<file path="src/rtl/lock_unit_pkg.sv">
package lock_unit_pkg;
  localparam int LANES  = 4;
  localparam int DATA_W = 32;

  typedef enum logic [1:0] {
    REGION_NONE,
    REGION_PROT,
    REGION_LOCK,
    REGION_CFG
  } region_e;
endpackage

</file>
<file path="src/rtl/lock_unit_decode.sv">
module lock_unit_decode
  import lock_unit_pkg::*;
#(
  parameter int NUM_BYTES  = 32,
  parameter int ADDR_W     = 14,
  parameter int PROT_BASE  = 'h0000,
  parameter int LOCK_BASE  = 'h2000,
  parameter int GCR_OFFSET = 'h3FFC,
  parameter int IDX_W      = 3
) (
  input  logic [ADDR_W-1:0] addr_i,
  output region_e           region_o,
  output logic [IDX_W-1:0]  idx_o
);
  localparam logic [ADDR_W-1:0] P_BASE = ADDR_W'(PROT_BASE);
  localparam logic [ADDR_W-1:0] L_BASE = ADDR_W'(LOCK_BASE);
  localparam logic [ADDR_W-1:0] SPAN   = ADDR_W'(NUM_BYTES);
  localparam logic [ADDR_W-1:0] CFG    = ADDR_W'(GCR_OFFSET);

  logic [ADDR_W-1:0] p_off, l_off;

  always_comb begin
    p_off    = addr_i - P_BASE;
    l_off    = addr_i - L_BASE;
    region_o = REGION_NONE;
    idx_o    = '0;
    if ((addr_i >> 2) == (CFG >> 2)) begin
      region_o = REGION_CFG;
    end else if (p_off < SPAN) begin
      region_o = REGION_PROT;
      idx_o    = IDX_W'(p_off >> 2);
    end else if (l_off < SPAN) begin
      region_o = REGION_LOCK;
      idx_o    = IDX_W'(l_off >> 2);
    end
  end
endmodule

</file>
<file path="src/rtl/lock_unit_bank.sv">
module lock_unit_bank
  import lock_unit_pkg::*;
#(
  parameter int NUM_WORDS = 8,
  parameter int IDX_W     = 3
) (
  input  logic                            clk_i,
  input  logic                            rst_ni,
  input  logic                            wr_en_i,
  input  logic [IDX_W-1:0]                wr_idx_i,
  input  logic [2*LANES-1:0]              wr_byte_i,
  output logic [NUM_WORDS-1:0][LANES-1:0] lock_o
);
  for (genvar n = 0; n < NUM_WORDS; n++) begin : g_reg
    logic [LANES-1:0] q;
    logic             hit;
    logic [LANES-1:0] en, val;

    assign hit = wr_en_i && (wr_idx_i == IDX_W'(n));
    assign en  = wr_byte_i[2*LANES-1:LANES];
    assign val = wr_byte_i[LANES-1:0];

    always_ff @(posedge clk_i or negedge rst_ni) begin
      if (!rst_ni)  q <= '0;
      else if (hit) q <= (q & ~en) | (val & en);
    end

    assign lock_o[n] = q;
  end
endmodule

</file>
<file path="src/rtl/lock_unit_gate.sv">
module lock_unit_gate
  import lock_unit_pkg::*;
(
  input  logic             req_i,
  input  logic [LANES-1:0] be_i,
  input  logic [LANES-1:0] lock_i,
  output logic             we_o,
  output logic [LANES-1:0] be_o
);
  logic [LANES-1:0] open_lanes;

  always_comb begin
    open_lanes = be_i & ~lock_i;
    we_o       = req_i && (open_lanes != '0);
    be_o       = we_o ? open_lanes : '0;
  end
endmodule

</file>
<file path="src/rtl/lock_unit_cfg.sv">
module lock_unit_cfg
  import lock_unit_pkg::*;
(
  input  logic              clk_i,
  input  logic              rst_ni,
  input  logic              wr_en_i,
  input  logic [LANES-1:0]  be_i,
  input  logic [DATA_W-1:0] wdata_i,
  output logic [DATA_W-1:0] q_o
);
  for (genvar b = 0; b < LANES; b++) begin : g_byte
    logic [7:0] q;
    always_ff @(posedge clk_i or negedge rst_ni) begin
      if (!rst_ni)                q <= '0;
      else if (wr_en_i && be_i[b]) q <= wdata_i[8*b +: 8];
    end
    assign q_o[8*b +: 8] = q;
  end
endmodule

</file>
<file path="src/rtl/lock_unit.sv">
module lock_unit
  import lock_unit_pkg::*;
#(
  parameter int NUM_BYTES  = 32,
  parameter int ADDR_W     = 14,
  parameter int PROT_BASE  = 'h0000,
  parameter int LOCK_BASE  = 'h2000,
  parameter int GCR_OFFSET = 'h3FFC,
  localparam int NUM_WORDS = NUM_BYTES / LANES,
  localparam int IDX_W     = (NUM_WORDS > 1) ? $clog2(NUM_WORDS) : 1
) (
  input  logic              clk_i,
  input  logic              rst_ni,
  input  logic              bus_valid_i,
  input  logic              bus_write_i,
  input  logic              bus_sup_i,
  input  logic [ADDR_W-1:0] bus_addr_i,
  input  logic [DATA_W-1:0] bus_wdata_i,
  input  logic [LANES-1:0]  bus_be_i,
  output logic [DATA_W-1:0] bus_rdata_o,
  output logic              prot_we_o,
  output logic              prot_re_o,
  output logic [IDX_W-1:0]  prot_word_o,
  output logic [LANES-1:0]  prot_be_o,
  output logic [DATA_W-1:0] prot_wdata_o,
  input  logic [DATA_W-1:0] prot_rdata_i
);
  region_e                        region;
  logic [IDX_W-1:0]               idx;
  logic                           wr_req, rd_req, lock_wr, cfg_wr;
  logic [NUM_WORDS-1:0][LANES-1:0] lock_bits;
  logic [LANES-1:0]               lane_lock;
  logic [DATA_W-1:0]              gcr_val;

  lock_unit_decode #(
    .NUM_BYTES (NUM_BYTES),
    .ADDR_W    (ADDR_W),
    .PROT_BASE (PROT_BASE),
    .LOCK_BASE (LOCK_BASE),
    .GCR_OFFSET(GCR_OFFSET),
    .IDX_W     (IDX_W)
  ) u_dec (
    .addr_i  (bus_addr_i),
    .region_o(region),
    .idx_o   (idx)
  );

  assign wr_req  = bus_valid_i && bus_write_i;
  assign rd_req  = bus_valid_i && !bus_write_i;
  // lock bits and enables share byte lane 0
  assign lock_wr = wr_req && (region == REGION_LOCK) && bus_be_i[0];
  assign cfg_wr  = wr_req && (region == REGION_CFG) && bus_sup_i;

  lock_unit_bank #(
    .NUM_WORDS(NUM_WORDS),
    .IDX_W    (IDX_W)
  ) u_bank (
    .clk_i    (clk_i),
    .rst_ni   (rst_ni),
    .wr_en_i  (lock_wr),
    .wr_idx_i (idx),
    .wr_byte_i(bus_wdata_i[2*LANES-1:0]),
    .lock_o   (lock_bits)
  );

  assign lane_lock = lock_bits[idx];

  lock_unit_gate u_gate (
    .req_i (wr_req && (region == REGION_PROT)),
    .be_i  (bus_be_i),
    .lock_i(lane_lock),
    .we_o  (prot_we_o),
    .be_o  (prot_be_o)
  );

  lock_unit_cfg u_cfg (
    .clk_i  (clk_i),
    .rst_ni (rst_ni),
    .wr_en_i(cfg_wr),
    .be_i   (bus_be_i),
    .wdata_i(bus_wdata_i),
    .q_o    (gcr_val)
  );

  assign prot_re_o    = rd_req && (region == REGION_PROT);
  assign prot_word_o  = idx;
  assign prot_wdata_o = bus_wdata_i;

  always_comb begin
    bus_rdata_o = '0;
    if (rd_req) begin
      unique case (region)
        REGION_PROT: bus_rdata_o = prot_rdata_i;
        REGION_LOCK: bus_rdata_o = DATA_W'(lane_lock);
        REGION_CFG:  bus_rdata_o = gcr_val;
        default:     bus_rdata_o = '0;
      endcase
    end
  end
endmodule

</file>
<file path="config.mk">
export PLATFORM = sky130hd
export DESIGN_NAME = lock_unit
export DESIGN_NICKNAME = d
export VERILOG_FILES = /design/src/rtl/lock_unit_pkg.sv /design/src/rtl/lock_unit_decode.sv /design/src/rtl/lock_unit_bank.sv /design/src/rtl/lock_unit_gate.sv /design/src/rtl/lock_unit_cfg.sv /design/src/rtl/lock_unit.sv
export SDC_FILE = /design/constraint.sdc
export NUM_CORES = 1
export LEC_CHECK = 0
export CORE_ASPECT_RATIO = 1.4
export CORE_MARGIN = 4
export CORE_UTILIZATION = 44
export CTS_CLUSTER_DIAMETER = 60
export DETAILED_ROUTE_END_ITERATION = 8
export PLACE_DENSITY = 0.81
export SYNTH_ARGS = -nofsm -noshare
export SYNTH_HDL_FRONTEND = slang
export SYNTH_SLANG_ARGS = --single-unit
</file>
<file path="constraint.sdc">
create_clock -name clk_i -period 2.5 [get_ports clk_i]
set_input_delay 0.5 -clock clk_i [delete_from_list [all_inputs] [get_ports clk_i]]
set_output_delay 0.5 -clock clk_i [all_outputs]
set_load 0.05 [all_outputs]
</file>
==> results.md <==
* CTS Buffer Depth at 2
* Mapped Cells at 360
* Mapped Avg Cell Area at 10.8 sq um
* Initial antenna violation count at 1
* Max Cap Viol at 0
* Hold Worst Slack at 0.331 ns
* Synth Register Bits at 64
* Detailed Place HPWL at 10.4 mm
* Row cnt at 40
* Worst min path class: input port to asynchronous set/reset pin
* DP Area at 6480 sq um
* DR vias at 4,222
* Fin util at 87.7%
* Tot GR Track Use at 33.5%
* Share of post-route cells with drive strength above 1 at 52.4%
* Async SR Flop Fraction at 100%
* CTS tree: built
* Final Hold Fails at 0
* Fin area at 7550 sq um
* Warnings, synthesis at 0
* Syn_nets at 447
* Top cell type's share of synthesized area at 41.3%
* # DRC at 0
* CTS Buf Count at 9
* Tmin final at 2.90 ns
* CP max FO at 3
* Max Fclk at 345 MHz
* Dominant cell type by area after synthesis: dfrtp_1
* Slew headroom at 44.6%
* Failing checks: setup timing
* R2R Setup Slk at 1.46 ns
* I/O pins at 160
* Vias in the first global route at 4,389
* Largest net degree at the start of global routing at 65
* Synth unique cells at 36
* WL per Instance at 30.1 microns
* Diodes inserted at 0
* Most used flip-flop cell after synthesis: dfrtp_1
* RSZ-0062 raised after global routing: true
* Crit Path Category: input port to output port
* Reg clk slew, reported paths at 0.05 ns
* Worst-Margin Slew at 0.831 ns
* PD cells at 384 nW/um^2
* Area Overhead vs Synth at 94.9%
* H-tree lvl count at 3
* Die W at 87.3 microns
* Critical Path AT at 2.40 ns
* Crit start category: input port
* Core area at 8610 sq um
* Leak at 3.24 nW
* CP Data Required Time at 2.00 ns
* Nets at 646
* Final setup fails at 39
* Root buf cell: clkbuf_16
* Worst VDD drop at 0.000438 V
* Die area at 10,400 sq um
* Number of flops mapped to enable cells by yosys at 0
* Mapped Area at 3870 sq um
* Die extent in y at 119 microns
* Routed Antenna Nets at 0
* Synth area leaders: dfrtp_1 (41%), mux2_1 (19%), buf_4 (6.2%), a22oi_1 (5.4%), nand2_1 (4.3%)
* Post-route setup slack at -0.400 ns
* Initial DRC Count at 328
* Seq/Total Area, Yosys at 41.3%
* Global route overflow at 0
* Outcome: finished with violations
* Port Buffers at 157
* TritonCTS Sinks at 64
* Clk_lat worst skew at 0.35 ns
* Final wirelength at 20.1 mm
* Via density at 6.32
* Slew Limit Fails at 0
* Initial Util at 45.0%
* Final Skew at 0 ns
* Element type at the critical path end: output port
* Drt pass-1 iters at 5
* GPL Wtd Cong at 0.889
* First-pass GRT wire length at 25.7 mm
* Final cycle utilization of the critical path at 116%
## kinds of logic after synthesis
family	share of synthesized area, %
buffers and inverters	9.21
AOI/OAI and AO/OA	8.33
and+or+nand+nor	17.3
DFF	41.3
muxes	23.8
## synthesized netlist by cell type (3+ instances only)
master,number
mux2_1,66
dfrtp_1,64
nand2_1,44
nor2_1,34
buf_4,32
a22oi_1,28
buf_2,9
clkbuf_1,7
mux4_2,6
nand3_1,6
nor4_4,6
and2_1,5
nor4_1,5
inv_1,4
nand2_2,4
nand4_1,4
nor3_2,4
a211oi_1,3
o21ai_1,3
## stage by stage
stage | setup slack [ns] | total power [mW] | std cells | setup TNS, ns
after detailed placement | -0.709 | 1.51 | 628 | -40.86
after global placement | -0.647 | 1.50 | 628 | -34.93
after floorplan | -0.139 | 1.26 | 360 | -2.73
final | -0.400 | 2.90 | 668 | -8.79
after CTS | -0.205 | 2.81 | 660 | -4.24
after global routing | -0.370 | 2.95 | 668 | -8.84
## critical path: stages
cell and delay, ns:
buf_2 0.16, nor4_4 0.40, buf_4 0.23, buf_4 0.12, a21boi_1 0.16, a211oi_4 0.36
a31oi_2 0.10, a31oi_4 0.19, buf_12 0.16
## area by class of cell
cell class,instances,area (sq um)
clock buffer,12,267
clock inverter,3,40.0
fill,340,1060
inverter,5,18.8
multi-input combinational,240,2560
sequential,64,1600
tap,105,131
timing repair buffer,239,2930
## layer usage
layer	vias to the layer above	share of wire [%]	routed length [microns]	global-route usage (%)
li1	1665	-	-	-
met1	2074	32	6350	35.1
met2	343	50	10100	56.9
met3	138	9.5	1920	9.48
met4	2	8.6	1730	21.6
met5	-	0.094	19	0
## placed cells by master, fill, tap and decap left out, types with 3 or more instances in the layout
| cell | synthesis | layout |
|---|---|---|
| clkbuf_8 | 0 | 3 |
| nor4_4 | 6 | 10 |
| o21ai_4 | 0 | 3 |
| mux4_2 | 6 | 6 |
| and2_1 | 5 | 3 |
| mux2_1 | 66 | 64 |
| clkdlybuf4s50_1 | 0 | 71 |
| nor3_2 | 4 | 4 |
| nand3_4 | 0 | 3 |
| nor2_1 | 34 | 5 |
| buf_8 | 0 | 8 |
| nor2_4 | 0 | 29 |
| nand3_2 | 0 | 3 |
| buf_4 | 32 | 73 |
| buf_6 | 2 | 16 |
| inv_1 | 4 | 4 |
| buf_12 | 0 | 61 |
| clkbuf_16 | 0 | 11 |
| buf_2 | 9 | 3 |
| a22oi_2 | 0 | 27 |
| nand4_1 | 4 | 4 |
| nand2_1 | 44 | 40 |
| nand2_2 | 4 | 6 |
| dfrtp_1 | 64 | 64 |
| mux2_4 | 0 | 4 |
## report_power, final
part / leakage, nW / switching, mW / internal (mW) / total (mW)
sequential: 0.895 / 0.000559 / 1.04 / 1.04
combinational: 2.19 / 0.292 / 0.234 / 0.526
clock: 0.154 / 0.494 / 0.845 / 1.34
total: 3.24 / 0.787 / 2.12 / 2.90
## path summary, 6_finish.rpt
path / start / endpoint / cells past startpoint
min in group clk_i: u_cfg.g_byte[0].q[1]$_DFFE_PN0P_ / u_cfg.g_byte[0].q[1]$_DFFE_PN0P_ / 1
max in group asynchronous: rst_ni / asynchronous set/reset pin / 2
hold / removal: rst_ni / u_cfg.g_byte[0].q[2]$_DFFE_PN0P_ / 2
setup / recovery: bus_addr_i[5] / prot_we_o / 9
setup reg to reg: u_cfg.g_byte[2].q[2]$_DFFE_PN0P_ / u_cfg.g_byte[2].q[2]$_DFFE_PN0P_ / 1
hold reg to reg: u_cfg.g_byte[0].q[1]$_DFFE_PN0P_ / u_cfg.g_byte[0].q[1]$_DFFE_PN0P_ / 1
## timing repair
item / in CTS / in global routing
pin swaps: 24 / 44
setup buffers: 13 / 10
hold buffers: 0 / 0
gates cloned: 4 / 3
setup endpoints to repair: 72 / 37
resized for setup: 101 / 59
No activity file was read; power rests on OpenSTA's default activity.
